### src/rtl/burst_phase_picker.sv
module burst_phase_picker #(
  parameter int PHASES        = 8,
  parameter int INIT_CYCLES   = 5,
  parameter int MEAS_BITS     = 8,
  parameter int SETTLE_CYCLES = 3
) (
  input  logic                      clk,
  input  logic                      rst_n,
  input  logic                      burst_rst,
  input  logic [PHASES-1:0]         samp,
  output logic                      sdo,
  output logic                      lock,
  output logic [$clog2(PHASES)-1:0] phase_sel
);
  localparam int PW   = $clog2(PHASES);
  localparam int CW   = $clog2(MEAS_BITS + 1);
  localparam int HALF = PHASES / 2;
  localparam int TMAX = (INIT_CYCLES > MEAS_BITS) ?
                        ((INIT_CYCLES > SETTLE_CYCLES) ? INIT_CYCLES : SETTLE_CYCLES) :
                        ((MEAS_BITS > SETTLE_CYCLES) ? MEAS_BITS : SETTLE_CYCLES);
  localparam int TW   = $clog2(TMAX + 1);

  typedef enum logic [2:0] {S_IDLE, S_INIT, S_MEAS, S_SETTLE, S_LOCK} st_t;

  st_t               st;
  logic [TW-1:0]     tmr;
  logic              br_d;
  logic [PHASES-1:0] s_q;
  logic [PHASES-1:0] tr;
  logic [CW-1:0]     hits [PHASES];
  logic [PW-1:0]     best;
  logic [CW-1:0]     best_n;
  logic              late_q, d1, dq, tap, aligned;

  wire fall = br_d & ~burst_rst;

  assign tr = samp ^ {samp[PHASES-2:0], s_q[PHASES-1]};

  always_ff @(posedge clk or negedge rst_n) begin
    if (!rst_n) begin
      br_d <= 1'b0;
      s_q  <= '0;
    end else begin
      br_d <= burst_rst;
      s_q  <= samp;
    end
  end

  generate
    for (genvar g = 0; g < PHASES; g++) begin : g_hits
      always_ff @(posedge clk or negedge rst_n) begin
        if (!rst_n)                     hits[g] <= '0;
        else if (fall)                  hits[g] <= '0;
        else if (st == S_MEAS && tr[g]) hits[g] <= hits[g] + 1'b1;
      end
    end
  endgenerate

  always_comb begin
    best   = '0;
    best_n = hits[0];
    for (int k = 1; k < PHASES; k++) begin
      if (hits[k] > best_n) begin
        best_n = hits[k];
        best   = PW'(k);
      end
    end
  end

  always_ff @(posedge clk or negedge rst_n) begin
    if (!rst_n) begin
      st  <= S_IDLE;
      tmr <= '0;
    end else if (fall) begin
      st  <= S_INIT;
      tmr <= '0;
    end else begin
      case (st)
        S_INIT:
          if (tmr == TW'(INIT_CYCLES - 1)) begin st <= S_MEAS; tmr <= '0; end
          else tmr <= tmr + 1'b1;
        S_MEAS:
          if (tmr == TW'(MEAS_BITS - 1)) begin st <= S_SETTLE; tmr <= '0; end
          else tmr <= tmr + 1'b1;
        S_SETTLE:
          if (tmr == TW'(SETTLE_CYCLES - 1)) begin st <= S_LOCK; tmr <= '0; end
          else tmr <= tmr + 1'b1;
        default: tmr <= '0;
      endcase
    end
  end

  always_ff @(posedge clk or negedge rst_n) begin
    if (!rst_n) begin
      phase_sel <= '0;
      late_q    <= 1'b0;
    end else if (st == S_SETTLE && tmr == '0 && !fall) begin
      phase_sel <= best + PW'(HALF);
      late_q    <= (best < PW'(HALF));
    end
  end

  assign tap     = s_q[phase_sel];
  assign aligned = late_q ? d1 : tap;

  always_ff @(posedge clk or negedge rst_n) begin
    if (!rst_n) begin
      d1 <= 1'b0;
      dq <= 1'b0;
    end else begin
      d1 <= tap;
      dq <= aligned;
    end
  end

  assign lock = (st == S_LOCK);
  assign sdo  = lock & dq;
endmodule


### config.mk
export PLATFORM = sky130hd
export DESIGN_NAME = burst_phase_picker
export DESIGN_NICKNAME = d
export VERILOG_FILES = /design/src/rtl/burst_phase_picker.sv
export SDC_FILE = /design/constraint.sdc
export NUM_CORES = 1
export LEC_CHECK = 0
export BUFFER_PORTS_ARGS = -buffer_cell sky130_fd_sc_hd__buf_4
export CORE_MARGIN = 4
export CORE_UTILIZATION = 45
export CTS_CLUSTER_DIAMETER = 120
export CTS_CLUSTER_SIZE = 14
export DETAILED_ROUTE_END_ITERATION = 8
export HOLD_SLACK_MARGIN = 0.1
export PLACE_DENSITY_LB_ADDON = 0.1
export SLEW_MARGIN = 10
export SYNTH_ARGS = -nofsm -noshare
export SYNTH_HDL_FRONTEND = slang
export SYNTH_SLANG_ARGS = --single-unit
### constraint.sdc
create_clock -name clk -period 10.2 [get_ports clk]
set_input_delay 1.02 -clock clk [delete_from_list [all_inputs] [get_ports clk]]
set_output_delay 1.02 -clock clk [all_outputs]
set_load 0.01 [all_outputs]
==> results of run 1 <==
[sequential cells by signal, indices dropped and copies added, names as in the netlist]
register and cells:
br_d 1, d1 1, dq 1, hits 32, phase_sel 3, s_q 8
st 3, tmr 4
[layer usage]
| metal | vias up | GRT usage | part of all wire |
|---|---|---|---|
| li1 | 1672 | - | - |
| met1 | 1591 | 0.249 | 0.47 |
| met2 | 50 | 0.317 | 0.49 |
| met3 | 15 | 0.0256 | 0.026 |
| met4 | 0 | 0.0562 | 0.016 |
| met5 | - | 0 | 0 |
[worst max path at each step]
| stage | slack (ns) | endpoint | cells past startpoint | from |
|---|---|---|---|---|
| after floorplan | 0.008 | phase_sel[1] | 54 | hits[29] |
| after global placement | 0.003 | phase_sel[2] | 53 | hits[29] |
| after detailed placement | -0.32 | phase_sel[2] | 53 | hits[29] |
| after CTS | 0.005 | phase_sel[2] | 54 | hits[29] |
| after global routing | -0.34 | phase_sel[0] | 55 | hits[29] |
| final | 0.17 | phase_sel[0] | 56 | hits[29] |
[layout make-up]
cell class / count / area share
clock buffer: 6 / 0.0168
clock inverter: 2 / 0.00357
inverter: 26 / 0.0199
multi-input combinational: 336 / 0.544
sequential: 53 / 0.270
tap: 105 / 0.0268
timing repair buffer: 77 / 0.119
[layout by cell type (no fill, tap or decap), types with 4 or more instances in the layout]
cell / instances
nand4_1: 11
o21a_1: 5
nand3b_1: 4
nor3_1: 4
inv_1: 22
xnor2_1: 24
xor2_1: 13
ha_1: 20
o21ai_0: 17
ha_2: 4
ha_4: 7
o21ai_1: 5
nand2_1: 37
mux2i_1: 4
buf_4: 76
a21oi_2: 5
a21oi_1: 17
a31oi_1: 4
and2_1: 7
dfrtp_1: 53
a21o_1: 5
clkbuf_8: 6
nor2_1: 51
inv_2: 4
[stage by stage]
step | setup TNS (ns) | hold slack [ns] | worst slack (ns) | instances | util
3_3_place_gp | 0 | 0.440 | 0.00263 | 569 | 0.526
5_1_grt | -0.909 | 0.489 | -0.344 | 605 | 0.591
2_1_floorplan | 0 | 0.425 | 0.00808 | 431 | -
4_1_cts | 0 | 0.460 | 0.00457 | 594 | 0.561
6_report | 0 | 0.464 | 0.174 | 605 | 0.591
3_5_place_dp | -0.845 | 0.436 | -0.316 | 569 | 0.526
[tightest hold or removal path, cell delays in order (launching register included)]
cell	delay (ns)
dfrtp_1	0.34
nand2_1	0.05
nand2_1	0.05
[what timing repair did]
item                       in CTS  in global routing
buffers inserted               17                 11
setup endpoints to repair       3                  3
cloned                          0                  0
resized for setup              16                 36
pin swaps                      11                 33
[kinds of logic (layout without fill, tap and decap cells)]
logic type               Yosys count  after routing  share of synthesized area
AO/OA/AOI/OAI                    111            111                      0.217
XOR/XNOR                          37             37                     0.0834
adder cells (fa/ha/maj)           34             34                      0.108
buffers and inverters             42            111                     0.0415
flip-flops                        53             53                      0.341
multiplexers                      10             10                     0.0328
AND/OR/NAND/NOR                  144            144                      0.176
[cells in the mapped netlist (2+ instances only)]
cell type	number
nand2b_1	3
nand2_1	37
a41o_1	3
a211o_1	2
maj3_1	3
o31a_1	3
xnor2_1	24
a21o_1	5
o221ai_1	3
mux2i_1	6
o21ai_0	22
inv_1	26
nor3_1	6
a211oi_1	2
o211a_1	2
nand3_1	6
nor3b_1	3
dfrtp_1	53
a21boi_1	2
o211ai_1	2
a22oi_1	2
nor2_1	53
nor2b_1	4
and4_1	2
buf_1	2
clkbuf_1	13
nand3b_1	4
o21a_1	5
o21ai_1	3
mux2_2	2
ha_1	31
or2_2	3
and2_1	7
a31oi_1	5
nand4_1	11
a21oi_1	23
mux4_2	2
xor2_1	13
a2111oi_0	3
a2bb2oi_1	3
==> out/metrics.yaml, run 1 <==
outcome:
  status: "finished clean"
die:
  ioPinCount: 16
  core-area_mm2: 0.00830
  die_w_um: 101
  die_h_um: 101
  std_cell_rows: 33
  initial_utilization: 0.468
  die_area_mm2: 0.0102
timing:
  clock.fmax_mhz: 99.7
  final_max_slew_viol_count: 0
  tightest_slew_ns: 0.659
  finalClockSkew_ns: 0.00520
  finalHoldViolations: 0
  setup_viol: 0
  post-route-min-period_ns: 10.03
  slew_headroom: 0.561
  period_share: 0.983
  rsz0062_at_grt: "yes"
global_routing:
  grt_pass1_wl_mm: 15.6
  grt_use_total: 0.187
  grt_max_degree: 54
  grt-ovfl-total: 0
  grt_pass1_vias: 3299
  antenna_found_initial: 0
placed_design:
  place_congestion: 0.787
  post_dp_cell_area_mm2: 0.00436
  place_hpwl_mm: 6.49
  portBuffers: 15
clocking:
  ctsHoldBuffers: 0
  cts_sinks: 53
  cts.clk_slew.worst_paths_ns: 0.10
  cts_max_path_buffers: 2
  htree_levels: 2
  clock_latency_ns: 0.31
  tritoncts: "built"
  root_buffer: "clkbuf_8"
  cts_buffers: 5
yosys:
  synth_ff_type: "dfrtp_1"
  ys_ff_latch: 53
  synth_cells: 431
  synth_cell_types: 67
  synth_area_mm2: 0.00389
  yosysTopAreaCellShare: 0.341
  postSynth.asyncResetShare: 1.00
  synth_warnings: 0
  synth_enable_flop_cells: 0
  synth.area.top_cells: "dfrtp_1 34%, ha_1 10%, xnor2_1 5.4%"
  syn_nets: 473
  yosysTopAreaCell: "dfrtp_1"
  synth_area_per_cell_um2: 9.02
  ys_seq_area_frac: 0.341
setup_path:
  slowest_stage: "dfrtp_1"
  crit_path_end_kind: "flop"
  start_kind: "flop"
  cp.arrival_ns: 10.22
  reg2reg_from: "hits[29]"
  r2r_cells: 56
  critPathRequiredTime_ns: 10.40
  rrSetupSlack_ns: 0.17
  path_delay_family: "compound AO/OA/AOI/OAI gates"
  crit_fanout: 6
  cpMostUsedCell: "ha_4"
  critical-path-max-stage-delay_ns: 0.41
  crit_type: "flop to flop"
  r2r-end: "phase_sel[0]"
  cp_num_buf_inv: 7
drt:
  finalWirelength_mm: 9.27
  route.vias.total: 3328
  drtIter0Drc: 103
  drc: 0
  dr.pass1.iters: 4
  wl_per_cell_um: 15.3
  routed_via_density: 5.50
  antenna_left: 0
flow_run:
  cap_violations: 0
min_path:
  hold_class: "flop to flop"
  min_from: "d1"
  hold_depth: 2
  hold_end: "dq"
final_layout:
  area_growth_pct: 26.3
  multi_input_area_mm2: 0.00267
  final_nets: 541
  finalInstanceArea_mm2: 0.00491
  fill_cells: 730
  drive_above_1_share: 0.302
  diodes: 0
  regArea_mm2: 0.00133
Power of run 1 is not shown: default switching activity piles up to over one toggle a cycle in this logic, so the estimate is an artifact.
==> run 2, diff against run 1 <==
- clock period: 10.2 -> 12.4 ns (I/O delays scaled with it)
==> run 2 against run 1 <==
Flip-flop and latch count stayed put. Count of clock-buffer cells in the layout stayed put. Via count is 7.8% lower. Non-clock buffer count is 61 lower. Cell count is 10% lower. Sequential share of layout area is 4.5 points higher. Critical path depth is 2 lower. Worst hold slack better by 0.025 ns. Wire length is 13% lower. Worst setup slack better by 0.85 ns.
==> out/metrics.yaml, run 2 (synthesis gave the netlist of run 1 again) <==
outcome:
  status: "finished clean"
timing:
  clock.fmax_mhz: 87.9  # -12%
  tightest_slew_ns: 0.677  # +0.0176 ns
  finalClockSkew_ns: 0.00885  # +0.00364 ns
  post-route-min-period_ns: 11.38  # +1.35 ns
  setup_ws_ns: 1.02  # +0.847 ns
  setup_viol: 0  # unchanged
  final_max_slew_viol_count: 0  # unchanged
  slew_headroom: 0.549  # -0.0118
  finalHoldViolations: 0  # unchanged
  period_share: 0.918  # -0.0653
  rsz0062_at_grt: "no"
  timing.setup.tns_ns: 0  # unchanged
power_and_ir_drop:
  ir_drop_uv: 224
  power_leakage_uw: 0.00186
  p_per_area_mw_per_mm2: 300
flow_run:
  cap_violations: 0  # unchanged
die:
  core-area_mm2: 0.00830  # unchanged
  die_w_um: 101  # unchanged
  die_h_um: 101  # unchanged
  std_cell_rows: 33  # unchanged
  initial_utilization: 0.468  # unchanged
  die_area_mm2: 0.0102  # unchanged
  ioPinCount: 16  # unchanged
clocking:
  clock_latency_ns: 0.31  # about the same
  tritoncts: "built"
  ctsHoldBuffers: 0  # unchanged
  root_buffer: "clkbuf_8"
  cts_sinks: 53  # unchanged
  cts_buffers: 5  # unchanged
  htree_levels: 2  # unchanged
  cts.clk_slew.worst_paths_ns: 0.10  # about the same
  cts_max_path_buffers: 2  # unchanged
drt:
  routed_via_density: 5.64  # +2.5%
  route.vias.total: 3067  # -7.8%
  drc: 0  # unchanged
  drtIter0Drc: 148  # +44%
  antenna_left: 0  # unchanged
  wl_per_cell_um: 14.9  # -2.8%
  dr.pass1.iters: 4  # unchanged
  finalWirelength_mm: 8.10  # -13%
final_layout:
  largest_register_ff_count: 32  # unchanged
  final_nets: 480  # -11%
  diodes: 0  # unchanged
  drive_above_1_share: 0.114  # -0.188
  regMostFlops: "hits"
  area_growth_pct: 8.15
  fin_cells: 544  # -10%
  largestRegisters: "hits x32, s_q x8, tmr x4"
  layout_common_cells: "53 x nor2_1, 53 x dfrtp_1, 37 x nand2_1"
global_routing:
  use_met2: 0.266  # -0.0506
  use_met3: 0.0221  # -0.00346
  grt_pass1_vias: 2977  # -9.8%
  grt_use_total: 0.168  # -0.0194
  grt_max_degree: 54  # unchanged
  met1_usage: 0.236  # -0.0135
  grt-ovfl-total: 0  # unchanged
  grt_pass1_wl_mm: 14.0  # -9.8%
  grt.busiest_layer: "met2"
  antenna_found_initial: 0  # unchanged
setup_path:
  start_kind: "flop"
  critPathRequiredTime_ns: 12.62  # +2.22 ns
  crit_type: "flop to flop"
  critical-path-max-stage-delay_ns: 0.46  # +0.05 ns
  crit_path_end_kind: "flop"
  cp.arrival_ns: 11.59  # +1.37 ns
  crit_fanout: 12  # +6
  cpMostUsedCell: "ha_1"
  slowest_stage: "dfrtp_1"
placed_design:
  place_congestion: 0.855  # +8.7%
  pre_cts_ws_ns: 0.588  # +0.904 ns
  portBuffers: 15  # unchanged
  place_hpwl_mm: 6.07  # -6.5%
  dpl.cell_count: 536  # -5.8%
min_path:
  hold_class: "flop to flop"
[run 2: critical path: cells and delay by family, from the launching register on]
| family | cells | cell delay [ns] |
|---|---|---|
| flops | 1 | 0.46 |
| mux | 3 | 0.67 |
| compound gates | 23 | 4.77 |
| simple gates | 16 | 2.25 |
| fa+ha+maj | 9 | 2.91 |
| buf+inv | 3 | 0.22 |
[run 2: power by group]
part           total (uW)  leakage [uW]  switching [uW]  internal [uW]
sequential            235      0.000700            35.4            199
combinational         921       0.00111             504            417
clock                 106     0.0000518            59.6           46.5
total                1260       0.00186             599            663
[run 2: routing by layer]
layer	part of all wire	wire length, um
met5	0	0
met2	0.47	3770
met4	0.019	157
met3	0.029	238
met1	0.49	3930
[run 2: area by class of cell]
type,count,area (um^2)
repair buffers,16,120
flip-flops and latches,53,1330
well taps,105,131
clock buffers,6,82.6
fillers,795,4100
multi-input cells,336,2430
inverters,26,97.6
clock inverters,2,17.5
[run 2: final timing paths]
kind                           from           end  slack, ns  depth (start not counted)
setup / recovery           hits[29]  phase_sel[2]       1.02                         54
hold / removal                   d1            dq       0.49                          2
setup reg to reg           hits[29]  phase_sel[2]       1.02                         54
hold reg to reg                  d1            dq       0.49                          2
max in group asynchronous     rst_n  phase_sel[0]      10.99                          1
min in group asynchronous     rst_n        tmr[1]       0.95                          1
[run 2: stage by stage]
step / power [uW] / cell area, um^2 / util / hold WS, ns
4_1_cts: 1250 / 4180 / 0.503 / 0.492
3_5_place_dp: 1130 / 4080 / 0.491 / 0.456
5_1_grt: 1390 / 4200 / 0.506 / 0.536
2_1_floorplan: 970 / 3890 / - / 0.425
6_report: 1260 / 4200 / 0.506 / 0.489
3_3_place_gp: 1120 / 4080 / 0.491 / 0.461
[run 2: repair_timing]
action / 4_1_cts / 5_1_grt
setup endpoints to repair: 0 / 3
setup buffers: 0 / 0
gates resized for setup: 0 / 6
Power figures use the tool's default switching activity.
==> run 3, diff against run 2 <==
- CELL_PAD_IN_SITES_DETAIL_PLACEMENT: not set -> 0
- CELL_PAD_IN_SITES_GLOBAL_PLACEMENT: not set -> 1
==> run 3 against run 2 <==
First-iteration DRC count shrank 2.0%. Non-clock buffer count is the same. Sequential power is essentially flat. Critical path depth shrank 1. Clock power is essentially flat. Via count shrank 1.3%.
==> out/metrics.yaml, run 3 (synthesis gave the netlist of run 1 again) <==
setup_path:
  slowest_stage: "dfrtp_1"
  path_delay_family: "compound AO/OA/AOI/OAI gates"
  crit_path_end_kind: "flop"
  start_kind: "flop"
  critPathRequiredTime_ns: 12.62  # about the same
  cp.arrival_ns: 11.55  # -0.04 ns
  r2r-end: "phase_sel[2]"
  crit_type: "flop to flop"
  critical-path-max-stage-delay_ns: 0.45  # about the same
  crit_fanout: 12  # unchanged
  cp_num_buf_inv: 3  # unchanged
  reg2reg_from: "hits[29]"
  rrSetupSlack_ns: 1.07  # +0.05 ns
  r2r_cells: 53  # -1.9%
  cpMostUsedCell: "ha_1"
min_path:
  hold_end: "dq"
  min_from: "d1"
  hold_class: "flop to flop"
  hold_depth: 2  # unchanged
placed_design:
  place_hpwl_mm: 6.10  # +0.45%
  dpl.cell_count: 536  # unchanged
  portBuffers: 15  # unchanged
  place_congestion: 0.772  # -9.8%
final_layout:
  largestRegisters: "hits x32, s_q x8, tmr x4"
  regArea_mm2: 0.00133  # unchanged
  fill_cells: 792  # -0.38%
  final_nets: 480  # unchanged
  largest_register_ff_count: 32  # unchanged
  area_growth_pct: 8.15  # unchanged
  regMostFlops: "hits"
  diodes: 0  # unchanged
  fin_cells: 544  # unchanged
  multi_input_area_mm2: 0.00243  # +0.15%
  drive_above_1_share: 0.116  # +0.00228
  layout_common_cells: "53 x nor2_1, 53 x dfrtp_1, 37 x nand2_1"
drt:
  routed_via_density: 5.57  # -1.3%
  route.vias.total: 3028  # -1.3%
  wl_per_cell_um: 15.2  # +2.4%
  antenna_left: 0  # unchanged
  drtIter0Drc: 145  # -2.0%
  drc: 0  # unchanged
  finalWirelength_mm: 8.29  # +2.4%
  dr.pass1.iters: 4  # unchanged
clocking:
  htree_levels: 2  # unchanged
  root_buffer: "clkbuf_8"
  cts_sinks: 53  # unchanged
  clock_latency_ns: 0.31  # about the same
  cts_max_path_buffers: 2  # unchanged
  cts_buffers: 5  # unchanged
  cts.clk_slew.worst_paths_ns: 0.10  # about the same
  tritoncts: "built"
  postCtsSetupBuffers: 0  # unchanged
power_and_ir_drop:
  power_leakage_uw: 0.00186  # about the same
  total_power_uw: 1270  # +0.56%
  ir_drop_uv: 219  # -2.3%
  p_per_area_mw_per_mm2: 302  # +0.56%
timing:
  slew_headroom: 0.535  # -0.0138
  timing.setup.tns_ns: 0  # unchanged
  clock.fmax_mhz: 88.3  # +0.43%
  finalClockSkew_ns: 0.00536  # -0.00349 ns
  finalHoldViolations: 0  # unchanged
  tightest_slew_ns: 0.697  # +0.0207 ns
  period_share: 0.914  # -0.00393
  rsz0062_at_grt: "no"
  final_max_slew_viol_count: 0  # unchanged
  setup_viol: 0  # unchanged
  whs_ns: 0.468  # -0.0215 ns
  post-route-min-period_ns: 11.33  # -0.0488 ns
outcome:
  status: "finished clean"
die:
  die_area_mm2: 0.0102  # unchanged
  std_cell_rows: 33  # unchanged
  initial_utilization: 0.468  # unchanged
  die_h_um: 101  # unchanged
  core-area_mm2: 0.00830  # unchanged
  ioPinCount: 16  # unchanged
  die_w_um: 101  # unchanged
global_routing:
  antenna_found_initial: 0  # unchanged
  met1_usage: 0.252  # +0.0162
  grt_pass1_vias: 2960  # -0.57%
  grt-ovfl-total: 0  # unchanged
  grt_use_total: 0.176  # +0.00800
  use_met3: 0.0208  # -0.00138
  grt.busiest_layer: "met2"
  use_met2: 0.281  # +0.0147
  grt_pass1_wl_mm: 14.4  # +2.6%
  grt_max_degree: 54  # unchanged
flow_run:
  cap_violations: 0  # unchanged
## run 3: worst max path at each step
stage / slack (ns) / from / depth (start not counted) / end
finish: 1.07 / hits[29] / 53 / phase_sel[2]
global route: 0.09 / hits[29] / 54 / phase_sel[2]
CTS: 0.51 / hits[29] / 53 / phase_sel[2]
detailed placement: 0.61 / hits[29] / 53 / phase_sel[2]
global placement: 0.76 / hits[29] / 53 / phase_sel[2]
floorplan: 1.80 / hits[29] / 54 / phase_sel[1]
## run 3: per-stage QoR
step           setup WS [ns]  cell area, um^2   util
2_1_floorplan           1.80             3890      -
3_3_place_gp           0.761             4080  0.491
3_5_place_dp           0.609             4080  0.491
4_1_cts                0.505             4170  0.503
5_1_grt               0.0950             4200  0.506
6_report                1.07             4200  0.506
## run 3: routing by layer
layer,wire [um],vias up
li1,-,1550
met1,4210,1434
met2,3820,33
met3,154,11
met4,104,0
met5,0,-
## run 3: area by class of cell
type	instances	share of cell area
repair buffers	16	0.0286
well taps	105	0.0313
inverters	26	0.0232
clock inverters	2	0.00327
flip-flops and latches	53	0.316
multi-input cells	336	0.578
clock buffers	6	0.0196
## run 3: worst reg2reg max path: cells and delay by family (launching register included)
kind / cells / cell delay [ns]
mux: 1 / 0.27
compound gates: 26 / 5.51
fa+ha+maj: 9 / 2.75
flops: 1 / 0.45
simple gates: 14 / 2.08
buf+inv: 3 / 0.23
## run 3: timing repair
item,CTS,global route
gates resized for setup,0,7
hold buffers,0,0
setup endpoints to repair,0,3
## run 3: report_power, final
group          internal (uW)  switching (uW)  total (uW)  leakage (uW)
sequential               199            35.8         235      0.000700
clock                   45.5            59.5         105     0.0000512
combinational            417             511         928       0.00111
